==> config.mk <==
export PLATFORM = sky130hd
export DESIGN_NAME = ir_tx_ctrl
export DESIGN_NICKNAME = d
export VERILOG_FILES = /design/src/rtl/ir_tx_pkg.sv /design/src/rtl/ir_clk_prescaler.sv /design/src/rtl/ir_ctrl_regs.sv /design/src/rtl/ir_tick_counter.sv /design/src/rtl/ir_tx_ctrl.sv
export SDC_FILE = /design/constraint.sdc
export NUM_CORES = 1
export LEC_CHECK = 0
export BUFFER_PORTS_ARGS = -buffer_cell sky130_fd_sc_hd__buf_2
export CORE_MARGIN = 5
export CORE_UTILIZATION = 30
export DETAILED_ROUTE_END_ITERATION = 8
export GPL_TIMING_DRIVEN = 0
export REMOVE_ABC_BUFFERS = 1
export SKIP_CTS_REPAIR_TIMING = 1
export SYNTH_ARGS = -nofsm -noshare
export SYNTH_HDL_FRONTEND = slang
export SYNTH_SLANG_ARGS = --single-unit
export TNS_END_PERCENT = 50
==> constraint.sdc <==
create_clock -name clk -period 2.9 [get_ports clk]
set_clock_uncertainty 0.2 [all_clocks]
set_input_delay 0.58 -clock clk [delete_from_list [all_inputs] [get_ports clk]]
set_output_delay 0.58 -clock clk [all_outputs]
set_load 0.01 [all_outputs]
==> src/rtl/ir_tx_pkg.sv <==
package ir_tx_pkg;
  localparam int REG_W = 16;

  localparam logic ADDR_CFG = 1'b0;
  localparam logic ADDR_CTL = 1'b1;

  // control register bit positions
  localparam int CTL_EN     = 0;
  localparam int CTL_SWRST  = 1;
  localparam int CTL_MODE   = 2;
  localparam int CTL_BUF    = 3;
  localparam int CTL_INV    = 4;
  localparam int CTL_RUN    = 8;
  localparam int CTL_PRESET = 9;

  // configuration register field positions
  localparam int CFG_SRC_LSB = 0;
  localparam int CFG_DIV_LSB = 8;

  typedef enum logic [1:0] {
    SRC_INTERNAL = 2'd0,
    SRC_OSC_A    = 2'd1,
    SRC_OSC_B    = 2'd2,
    SRC_EXTERNAL = 2'd3
  } clk_src_e;
endpackage

==> src/rtl/ir_clk_prescaler.sv <==
module ir_clk_prescaler #(
  parameter int NUM_SRC = 4,
  parameter int PRE_W   = 15,
  parameter int DIV_W   = 4,
  localparam int SEL_W  = $clog2(NUM_SRC)
) (
  input  logic               clk,
  input  logic               rst_n,
  input  logic               enable,
  input  logic [NUM_SRC-1:0] src_en,
  input  logic [SEL_W-1:0]   src_sel,
  input  logic [DIV_W-1:0]   div_sel,
  output logic               tick
);
  logic [PRE_W-1:0] cnt_q;
  logic [PRE_W-1:0] mask;
  logic             sel_pulse;

  assign sel_pulse = src_en[src_sel];
  assign mask      = ~({PRE_W{1'b1}} << div_sel);
  assign tick      = enable && sel_pulse && ((cnt_q & mask) == mask);

  always_ff @(posedge clk or negedge rst_n) begin
    if (!rst_n)          cnt_q <= '0;
    else if (!enable)    cnt_q <= '0;
    else if (sel_pulse)  cnt_q <= cnt_q + 1'b1;
  end

  // with a division above one, ticks are never back to back
  p_tick_spacing_r2: assert property (@(posedge clk) disable iff (!rst_n)
    (tick && div_sel != '0) |=> !tick);
endmodule

==> src/rtl/ir_ctrl_regs.sv <==
module ir_ctrl_regs
  import ir_tx_pkg::*;
#(
  parameter int SEL_W = 2,
  parameter int DIV_W = 4
) (
  input  logic             clk,
  input  logic             rst_n,
  input  logic             reg_wr,
  input  logic             reg_addr,
  input  logic [REG_W-1:0] reg_wdata,
  output logic [REG_W-1:0] reg_rdata,
  input  logic             tick,
  output logic [SEL_W-1:0] src_sel,
  output logic [DIV_W-1:0] div_sel,
  output logic             enable,
  output logic             run,
  output logic             mode_sel,
  output logic             buf_en,
  output logic             out_inv,
  output logic             clr_cnt
);
  logic [SEL_W-1:0] src_q;
  logic [DIV_W-1:0] div_q;
  logic en_q, run_q, mode_q, buf_q, inv_q, preset_q;
  logic cfg_wr, ctl_wr, swrst_wr;
  logic unused_wbits;

  assign cfg_wr   = reg_wr && (reg_addr == ADDR_CFG);
  assign ctl_wr   = reg_wr && (reg_addr == ADDR_CTL);
  assign swrst_wr = ctl_wr && reg_wdata[CTL_SWRST];
  assign clr_cnt  = swrst_wr || (preset_q && tick);
  assign unused_wbits = ^{reg_wdata[7:5], reg_wdata[15:12]};

  always_ff @(posedge clk or negedge rst_n) begin
    if (!rst_n) begin
      src_q <= '0; div_q <= '0; en_q <= 1'b0; run_q <= 1'b0;
      mode_q <= 1'b0; buf_q <= 1'b0; inv_q <= 1'b0; preset_q <= 1'b0;
    end else begin
      if (cfg_wr && !en_q) begin
        src_q <= reg_wdata[CFG_SRC_LSB +: SEL_W];
        div_q <= reg_wdata[CFG_DIV_LSB +: DIV_W];
      end
      if (preset_q && tick) preset_q <= 1'b0;
      if (ctl_wr) begin
        en_q   <= reg_wdata[CTL_EN];
        mode_q <= reg_wdata[CTL_MODE];
        buf_q  <= reg_wdata[CTL_BUF];
        inv_q  <= reg_wdata[CTL_INV];
        run_q  <= reg_wdata[CTL_RUN];
        if (reg_wdata[CTL_PRESET] && en_q) preset_q <= 1'b1;
        if (reg_wdata[CTL_SWRST]) begin
          run_q    <= 1'b0;
          preset_q <= 1'b0;
        end
      end
    end
  end

  always_comb begin
    reg_rdata = '0;
    if (reg_addr == ADDR_CFG) begin
      reg_rdata[CFG_SRC_LSB +: SEL_W] = src_q;
      reg_rdata[CFG_DIV_LSB +: DIV_W] = div_q;
    end else begin
      reg_rdata[CTL_EN]     = en_q;
      reg_rdata[CTL_MODE]   = mode_q;
      reg_rdata[CTL_BUF]    = buf_q;
      reg_rdata[CTL_INV]    = inv_q;
      reg_rdata[CTL_RUN]    = run_q;
      reg_rdata[CTL_PRESET] = preset_q;
    end
  end

  assign src_sel  = src_q;
  assign div_sel  = div_q;
  assign enable   = en_q;
  assign run      = run_q;
  assign mode_sel = mode_q;
  assign buf_en   = buf_q;
  assign out_inv  = inv_q;

  // configuration frozen while enabled
  p_cfg_locked_r3: assert property (@(posedge clk) disable iff (!rst_n)
    en_q |=> $stable({src_q, div_q}));
  // a preset only becomes pending if the enable was already set
  p_preset_needs_en_r6: assert property (@(posedge clk) disable iff (!rst_n)
    $rose(preset_q) |-> $past(en_q));
  // the serving tick drops the busy flag
  p_preset_done_r5: assert property (@(posedge clk) disable iff (!rst_n)
    (preset_q && tick && !reg_wr) |=> !preset_q);
  // software reset leaves run and preset low
  p_swrst_clears_r7: assert property (@(posedge clk) disable iff (!rst_n)
    swrst_wr |=> (!run_q && !preset_q));
endmodule

==> src/rtl/ir_tick_counter.sv <==
module ir_tick_counter #(
  parameter int W = 16
) (
  input  logic         clk,
  input  logic         rst_n,
  input  logic         clr,
  input  logic         adv,
  output logic [W-1:0] count
);
  logic [W-1:0] cnt_q;

  always_ff @(posedge clk or negedge rst_n) begin
    if (!rst_n)    cnt_q <= '0;
    else if (clr)  cnt_q <= '0;
    else if (adv)  cnt_q <= cnt_q + 1'b1;
  end

  assign count = cnt_q;

  // a clear request empties the counter
  p_clear_r4: assert property (@(posedge clk) disable iff (!rst_n)
    clr |=> (count == '0));
  // no tick while running means no change
  p_hold_r8: assert property (@(posedge clk) disable iff (!rst_n)
    (!clr && !adv) |=> $stable(count));
  // each step is exactly one, modulo the width
  p_step_r10: assert property (@(posedge clk) disable iff (!rst_n)
    (adv && !clr) |=> (count == W'($past(count) + 1'b1)));
endmodule

==> src/rtl/ir_tx_ctrl.sv <==
module ir_tx_ctrl
  import ir_tx_pkg::*;
#(
  parameter int NUM_SRC = 4,
  parameter int PRE_W   = 15,
  parameter int DIV_W   = 4,
  parameter int DATA_W  = 16,
  parameter int CARR_W  = 8,
  localparam int SEL_W  = $clog2(NUM_SRC)
) (
  input  logic               clk,
  input  logic               rst_n,
  input  logic               reg_wr,
  input  logic               reg_addr,
  input  logic [REG_W-1:0]   reg_wdata,
  output logic [REG_W-1:0]   reg_rdata,
  input  logic [NUM_SRC-1:0] src_en,
  output logic               tick,
  output logic [DATA_W-1:0]  data_cnt,
  output logic [CARR_W-1:0]  carr_cnt,
  output logic               run,
  output logic               out_inv,
  output logic               buf_en,
  output logic               mode_sel
);
  logic [SEL_W-1:0] src_sel;
  logic [DIV_W-1:0] div_sel;
  logic             enable;
  logic             clr_cnt;
  logic             adv;

  ir_ctrl_regs #(.SEL_W(SEL_W), .DIV_W(DIV_W)) u_regs (
    .clk(clk), .rst_n(rst_n), .reg_wr(reg_wr), .reg_addr(reg_addr),
    .reg_wdata(reg_wdata), .reg_rdata(reg_rdata), .tick(tick),
    .src_sel(src_sel), .div_sel(div_sel), .enable(enable), .run(run),
    .mode_sel(mode_sel), .buf_en(buf_en), .out_inv(out_inv),
    .clr_cnt(clr_cnt)
  );

  ir_clk_prescaler #(.NUM_SRC(NUM_SRC), .PRE_W(PRE_W), .DIV_W(DIV_W)) u_pre (
    .clk(clk), .rst_n(rst_n), .enable(enable), .src_en(src_en),
    .src_sel(src_sel), .div_sel(div_sel), .tick(tick)
  );

  assign adv = tick && run;

  ir_tick_counter #(.W(DATA_W)) u_data (
    .clk(clk), .rst_n(rst_n), .clr(clr_cnt), .adv(adv), .count(data_cnt)
  );

  ir_tick_counter #(.W(CARR_W)) u_carr (
    .clk(clk), .rst_n(rst_n), .clr(clr_cnt), .adv(adv), .count(carr_cnt)
  );
endmodule

# Word level (Yosys, flattened, before mapping)
# Cells that the tools add are included.
# op_classes
add_sub_neg	3
order_cmp	1
n_eq_ne	2
shift	1
n_mux	18
n_bitwise	3
reduce_logical	12
# ops
operator	count
$mux W16	2
$mux W15	2
$add A16 B1 Y16 const B	1
$mux W8	2
$add A15 B1 Y15 const B	1
$and A15 B15 Y15	1
$eq A15 B15 Y1	1
$not A15 Y15	1
$shl A15 B4 Y15 const A	1
$logic_and A1 B1 Y1	9
$add A8 B1 Y8 const B	1
$mux W1	8
$mux W2	2
$lt A2 B3 Y1 const B	1
$mux W3	1
$bmux W1 S2	1
$ne A2 B1 Y1 const B	1
$reduce_bool A2 Y1	1
$logic_not A1 Y1	1
$logic_or A1 B1 Y1	1
$not A1 Y1	1
# word_totals
reg_bits	51
input_bits	24
out_inout_bits	45
elab_cells	51

# Longest topological paths before layout
# Gate-level depths: netlist of the first run.
# logic_depth
depth_word	10
depth_mapped	10
depth_no_buf	6

# By module
# Synthesis of the first run repeated with hierarchy kept, for this count alone.
# hier_totals
cells_unflattened	273
hier_area_um2	2877.8
# modules_own_cells
mod	n_inst	cells_each	area_each_um2	seq_area_each_um2
ir_clk_prescaler	1	105	985.9	375.4
ir_tick_counter at u_data	1	82	872.1	400.4
ir_ctrl_regs	1	48	616.8	300.3
ir_tick_counter at u_carr	1	37	396.6	200.2
ir_tx_ctrl	1	1	6.3	0.0

# Worst setup path before layout of the first run
# Ideal clock, no wire load.
# synth_path
path_kind	in2out
from	in src_en[3]
to	out tick
arrival_ns	2.096
t_required_ns	2.120
setup_slack_ns	0.024
path_stages	7
path_buffers	2
cell_sequence	mux4_2 > o211ai_1 > a211o_1 > nand4bb_1 > clkbuf_1 > clkbuf_1 > inv_1
# synth_between
elab_chain_cells	4
# synth_lines
element	line_no	text
start: declaration	ir_tx_ctrl.sv:17	input logic [NUM_SRC-1:0] src_en,
$bmux W1 S2	ir_clk_prescaler.sv:19	assign sel_pulse = src_en[src_sel];
$mux W1 (implied by the code)	ir_clk_prescaler.sv:19	
$logic_and A1 B1 Y1 (2 in a row)	ir_clk_prescaler.sv:21	assign tick = enable && sel_pulse && ((cnt_q & mask) == mask);
end: declaration	ir_tx_ctrl.sv:18	output logic tick,
# No other way between the ends. The select of a mux whose other input is x is not followed.

# Worst setup path after layout of the first run
# layout_path
from	reg u_regs.src_q[0] (netlist: u_regs.src_sel[0])
to	out tick
# layout_between
elab_chain_cells	4
# layout_lines
element	line_no	text
start: declaration	ir_ctrl_regs.sv:23	logic [SEL_W-1:0] src_q;
start signal: assignment	ir_ctrl_regs.sv:41	src_q <= reg_wdata[CFG_SRC_LSB +: SEL_W];
$bmux W1 S2	ir_clk_prescaler.sv:19	
$mux W1 (implied by the code)	ir_clk_prescaler.sv:19	
$logic_and A1 B1 Y1 (2 in a row)	ir_clk_prescaler.sv:21	
# No other way between the ends. The select of a mux whose other input is x is not followed.

==> results of run 1 <==
==> sequential cells by signal, indices dropped and copies added (netlist names) <==
name / flops
u_pre.cnt_q: 15
u_regs.run: 1
u_regs.out_inv: 1
u_regs.div_sel: 4
u_regs.src_sel: 2
u_carr.count: 8
u_regs.preset_q: 1
u_regs.mode_sel: 1
u_regs.enable: 1
u_regs.buf_en: 1
u_data.count: 16
==> per-stage QoR <==
stage          setup TNS (ns)  total power, mW  instances  area (sq um)
3_3_place_gp           -34.40             1.13        467          3200
3_5_place_dp           -14.39             1.14        468          3220
6_report                    0             1.66        480          3400
2_1_floorplan           -5.83             1.02        284          2770
5_1_grt                     0             1.75        480          3400
4_1_cts                -11.27             1.64        475          3320
==> cells in the mapped netlist, drive strengths merged (2+ instances only) <==
cell type | instances | share of area, %
nand2 | 19 | 2.5
ha | 3 | 1.3
inv | 10 | 1.3
buf | 10 | 2.7
nand2b | 3 | 0.65
a21boi | 3 | 0.78
or4 | 16 | 4.2
mux2 | 12 | 4.7
a21oi | 26 | 4.5
xor2 | 2 | 0.61
o21ai | 14 | 2.4
clkbuf | 14 | 1.8
and4 | 4 | 1.2
and3 | 7 | 1.5
and2 | 18 | 3.9
nand3 | 12 | 2.1
dfrtp | 51 | 44
nor2b | 3 | 0.65
nand4 | 14 | 3.0
xnor2 | 12 | 3.7
o31ai | 16 | 4.2
or3 | 7 | 1.5
nor2 | 9 | 1.2
==> worst max-delay path, cell delays in order, from the launching register on <==
cell       delay (ns)
dfrtp_1          0.41
mux4_2           0.39
o211ai_1         0.10
a211o_1          0.31
nand4bb_4        0.27
inv_1            0.08
buf_2            0.13
==> per-layer routing <==
| layer | up-vias | routed length, microns | share of wire (%) | GRT usage, % |
|---|---|---|---|---|
| met3 | 2 | 513 | 7.3 | 3.66 |
| li1 | 1198 | - | - | - |
| met2 | 77 | 3170 | 45 | 18.6 |
| met4 | 0 | 11 | 0.16 | 1.62 |
| met5 | - | 0 | 0 | 0 |
| met1 | 1230 | 3320 | 47 | 16.2 |
==> layout make-up <==
cell class	instances	share of cell area (%)
inverters	10	1.10
clock inverters	2	1.10
repair buffers	59	9.26
clock buffers	5	2.02
well taps	129	4.74
flip-flops and latches	51	37.5
multi-input cells	224	44.2
==> where the power goes <==
| part | total, mW | switching [mW] | internal [mW] |
|---|---|---|---|
| sequential | 0.844 | 0.0873 | 0.757 |
| clock | 0.497 | 0.244 | 0.253 |
| combinational | 0.319 | 0.180 | 0.140 |
| total | 1.66 | 0.511 | 1.15 |
==> path summary, 6_finish.rpt <==
check	from	endpoint
worst min-delay path	reg_wdata[11]	u_regs.div_sel[3]
worst min register to register	u_regs.mode_sel	u_regs.mode_sel
min in group asynchronous	rst_n	u_carr.count[6]
worst max-delay path	u_regs.src_sel[0]	tick
max in group asynchronous	rst_n	u_regs.enable
worst max register to register	u_regs.src_sel[0]	u_carr.count[4]
==> cells by family after synthesis <==
kind of cell	synth area share (%)
flops	44.4
fa+ha+maj	1.31
mux	5.48
other cells	0.130
buf+inv	5.87
simple gates	23.8
compound gates	14.8
xor+xnor	4.26
==> metrics.txt, run 1 <==
Finished Core Util=36.7%; initial core utilization=31.0%; sequential cell area=1280 sq um; All-Layer GR Usage=11.8%; final setup violation count=0; initial DRC count=96; Setup crit end kind=primary output; Post-Syn Instances=302; Placer Congestion=0.812; layout cell share with drive strength beyond 1=25.1%; CP arrival=1.99 ns; initial antenna violation count=0; drt total wl=7010 microns; total of max-cap violations=0; Core ar.=9280 sq um; clock transition at the registers of the reported paths=0.09 ns; post-synthesis register bit count=51; final cycle utilization of the critical path=95.5%; P_leak=1.49 nW; die area=11600 sq um; Area Overhead vs Synth=18.3%; setup ws final=0.131 ns; Async S/R FF share, synth=100%; total CTS buffers=5; Port Buf Inserts=54; Routed Antenna Nets=0; clock buffer depth=2; router iterations before antenna repair=4; Mapped Area=2880 sq um; DRC Markers=0; Final Hold Fails=0; worst slew margin relative to its limit=21.4%; Nets=378; Max Slew Vio Count=0; worst hold path type=in -> reg; YS warnings=0; Post-synth EDFFs=0; number of vias in the routed layout=2507; Fmax=361 MHz; fillers=967; Antenna Cells=0; multi-input logic area=1510 sq um; CTS tree=yes; Sink Count=51; Peak VDD IR=299 uV; commonest non-fill, non-tap cell in the layout=buf_2; RSZ-0062 raised after global routing=false; row count=35; first-pass GRT wire length=11400 microns; Synth cell types=43; register area share after synthesis=44.4%; largest net degree at the start of global routing=52; DIE HEIGHT=108 microns; Die W=108 microns; syn avg cell area=9.52 sq um; pre-CTS setup slack=-0.733 ns; pwr/cell area=488 nW/um^2; Worst-Skew Late Latency=0.31 ns; vias in the first global route=2321; Overflow after GRT=0; Slew @ Worst Pin=1.18 ns; crit-path max FO=3; H-tree depth=2; top_reg_cell synth=dfrtp_1; Worst setup SP type=flip-flop; status=complete, no violations; post-DR vias/cell=5.22; hold path cells=3; CP Class=reg -> out; post-route minimum period=2.77 ns; clock root buffer=clkbuf_8; Hold Slack=0.288 ns; worst r2r path cells=6; Wirelength per Cell=14.6 microns; commonest non-fill, non-tap cells in the layout=buf_2, dfrtp_1, a21oi_1, nand2_1, and2_1; Critical Path RT=2.12 ns; DP HPWL=4600 microns; FF-to-FF setup slack=0.19 ns; I/O Pins=69
Note: power is estimated with default switching activity, not from simulation.
==> run 2, diff against run 1 <==
--- a/config.mk
+++ b/config.mk
@@ -7,7 +7,7 @@
 export LEC_CHECK = 0
 export BUFFER_PORTS_ARGS = -buffer_cell sky130_fd_sc_hd__buf_2
 export CORE_MARGIN = 5
-export CORE_UTILIZATION = 30
+export CORE_UTILIZATION = 25
 export DETAILED_ROUTE_END_ITERATION = 8
 export GPL_TIMING_DRIVEN = 0
 export REMOVE_ABC_BUFFERS = 1
==> metrics.txt, run 2 (same netlist as run 1, synthesis figures left out) <==
status=complete, no violations; crit path max-delay cell type=dfrtp_1; crit-path max cell delay=0.52 ns (+0.11 ns); Placer Congestion=0.795 (-2.1%); die area=13800 sq um (+18%); cell internal pwr=1.29 mW (+13%); Die W=117 microns (+8.7%); Port Buf Inserts=54 (unchanged); Slew @ Worst Pin=1.17 ns (-0.00975 ns); pwr/cell area=525 nW/um^2 (+7.5%); Peak VDD IR=271 uV (-9.4%); Critical Path RT=2.12 ns (about the same); Routed Antenna Nets=0 (unchanged); worst slew margin relative to its limit=22.0% (+0.65 points); initial antenna violation count=0 (unchanged); Clock Power Share=36.3% (+6.4 points); largest net degree at the start of global routing=52 (unchanged); Switching Fraction=28.7% (-2.1 points); Worst setup SP type=flip-flop; Worst-Skew Late Latency=0.29 ns (-0.02 ns); Final Cell Area=3460 sq um (+1.7%); Area Overhead vs Synth=20.3%; Setup crit end kind=primary output; worst hold path type=in -> reg; clock transition at the registers of the reported paths=0.06 ns (-0.03 ns); dpl cell area=3240 sq um (+0.54%); first-pass GRT wire length=11200 microns (-1.0%); final setup violation count=0 (unchanged); crit-path max FO=13 (+10); H-tree depth=2 (unchanged); commonest non-fill, non-tap cells in the layout=buf_2, dfrtp_1, a21oi_1, nand2_1, and2_1; Wirelength per Cell=14.9 microns (+1.9%); CP arrival=2.01 ns (+0.02 ns); clock buffer depth=2 (unchanged); P_leak=1.51 nW (+1.5%); Gate power share=17.2% (-2.0 points); max reg flops=16 (unchanged); crit path cell chain=a2111oi_1, o22ai_1, nand4bb_4, inv_1, buf_2; Finished Core Util=30.4% (-6.2 points); total of max-cap violations=0 (unchanged); Placed Instances=482 (+3.0%); Final Hold Fails=0 (unchanged); Crit path buffers/inverters=2 (unchanged); DIE HEIGHT=117 microns (+8.7%); layout cell share with drive strength beyond 1=24.0% (-1.1 points); clock root buffer=clkbuf_16; CP top delay family=compound AO/OA/AOI/OAI gates; multi-input logic area=1500 sq um (-0.33%); DP HPWL=4850 microns (+5.6%); Sw Pwr=521 uW (+2.0%); Reg power frac=46.5% (-4.3 points); CP Class=reg -> out; CTS tree=yes; commonest non-fill, non-tap cell in the layout=buf_2; initial core utilization=25.3% (-5.7 points); fillers=1193 (+23%); Overflow after GRT=0 (unchanged); Antenna Cells=0 (unchanged); router iterations before antenna repair=4 (unchanged); post-DR vias/cell=5.10 (-2.4%); vias in the first global route=2299 (-0.95%); sequential cell area=1280 sq um (about the same); hold path cells=3 (unchanged); Crit. path cell count=5 (-1); Non-Filler Instances=493 (+2.7%); worst r2r path cells=5 (-1); Sink Count=51 (unchanged); Core ar.=11400 sq um (+22%); drt total wl=7340 microns (+4.7%); initial DRC count=191 (+99%); DRC Markers=0 (unchanged); row count=39 (+11%); Fmax=359 MHz (-0.72%); number of vias in the routed layout=2514 (+0.28%); I/O Pins=69 (unchanged); Hold Slack=0.297 ns (+0.00851 ns); All-Layer GR Usage=10.2% (-1.6 points); Nets=377 (-0.26%); Max Slew Vio Count=0 (unchanged); final cycle utilization of the critical path=96.2% (+0.70 points); total CTS buffers=5 (unchanged); post-route minimum period=2.79 ns (+0.0202 ns)
-- run 2: cell count changes in the layout (fill, tap and decap cells not counted) --
cell / previous run / this run
clkinvlp_4: 1 / 0
dfrtp_2: 1 / 0
clkbuf_16: 0 / 5
dfrtp_1: 50 / 51
clkbuf_1: 0 / 1
a2111oi_1: 0 / 1
buf_4: 4 / 3
a2111oi_2: 1 / 0
clkbuf_8: 5 / 0
-- run 2: path summary, 6_finish.rpt --
path / from / endpoint / slack, ns
max in group asynchronous: rst_n / u_regs.buf_en / 1.45
setup / recovery: u_regs.div_sel[2] / tick / 0.11
min in group asynchronous: rst_n / u_carr.count[4] / 0.31
hold reg to reg: u_regs.buf_en / u_regs.buf_en / 0.33
hold / removal: reg_wdata[11] / u_regs.div_sel[3] / 0.30
setup reg to reg: u_regs.div_sel[2] / u_carr.count[4] / 0.13
-- run 2: cell type report --
cell class,instances,area share (%)
multi-input combinational,224,43.4
sequential,51,36.9
timing repair buffer,58,8.90
tap,143,5.17
clock buffer,6,3.73
inverter,10,1.08
clock inverter,1,0.868
-- run 2: metal layers --
layer / track usage, % / wire length [microns]
met1: 14.1 / 3450
met5: 0 / 0
met2: 15.7 / 3230
met4: 2.45 / 38
met3: 2.83 / 621
-- run 2: tightest hold or removal path, stage by stage --
cell and delay (ns):
buf_2 0.08, nand2_1 0.04, o21ai_0 0.05
-- run 2: power groups by stage --
stage / clock network [mW] / registers [mW] / logic, mW
floorplan: 0 / 0.830 / 0.185
global placement: 0 / 0.849 / 0.280
detailed placement: 0 / 0.852 / 0.287
CTS: 0.681 / 0.839 / 0.288
global route: 0.705 / 0.853 / 0.346
finish: 0.659 / 0.843 / 0.313
-- run 2: per-stage QoR --
step | power [mW] | TNS (ns) | setup WS [ns]
CTS | 1.81 | -6.95 | -0.570
global route | 1.90 | -0.151 | -0.0534
global placement | 1.13 | -33.81 | -1.54
floorplan | 1.02 | -5.83 | -0.382
detailed placement | 1.14 | -10.63 | -0.543
finish | 1.81 | 0 | 0.111
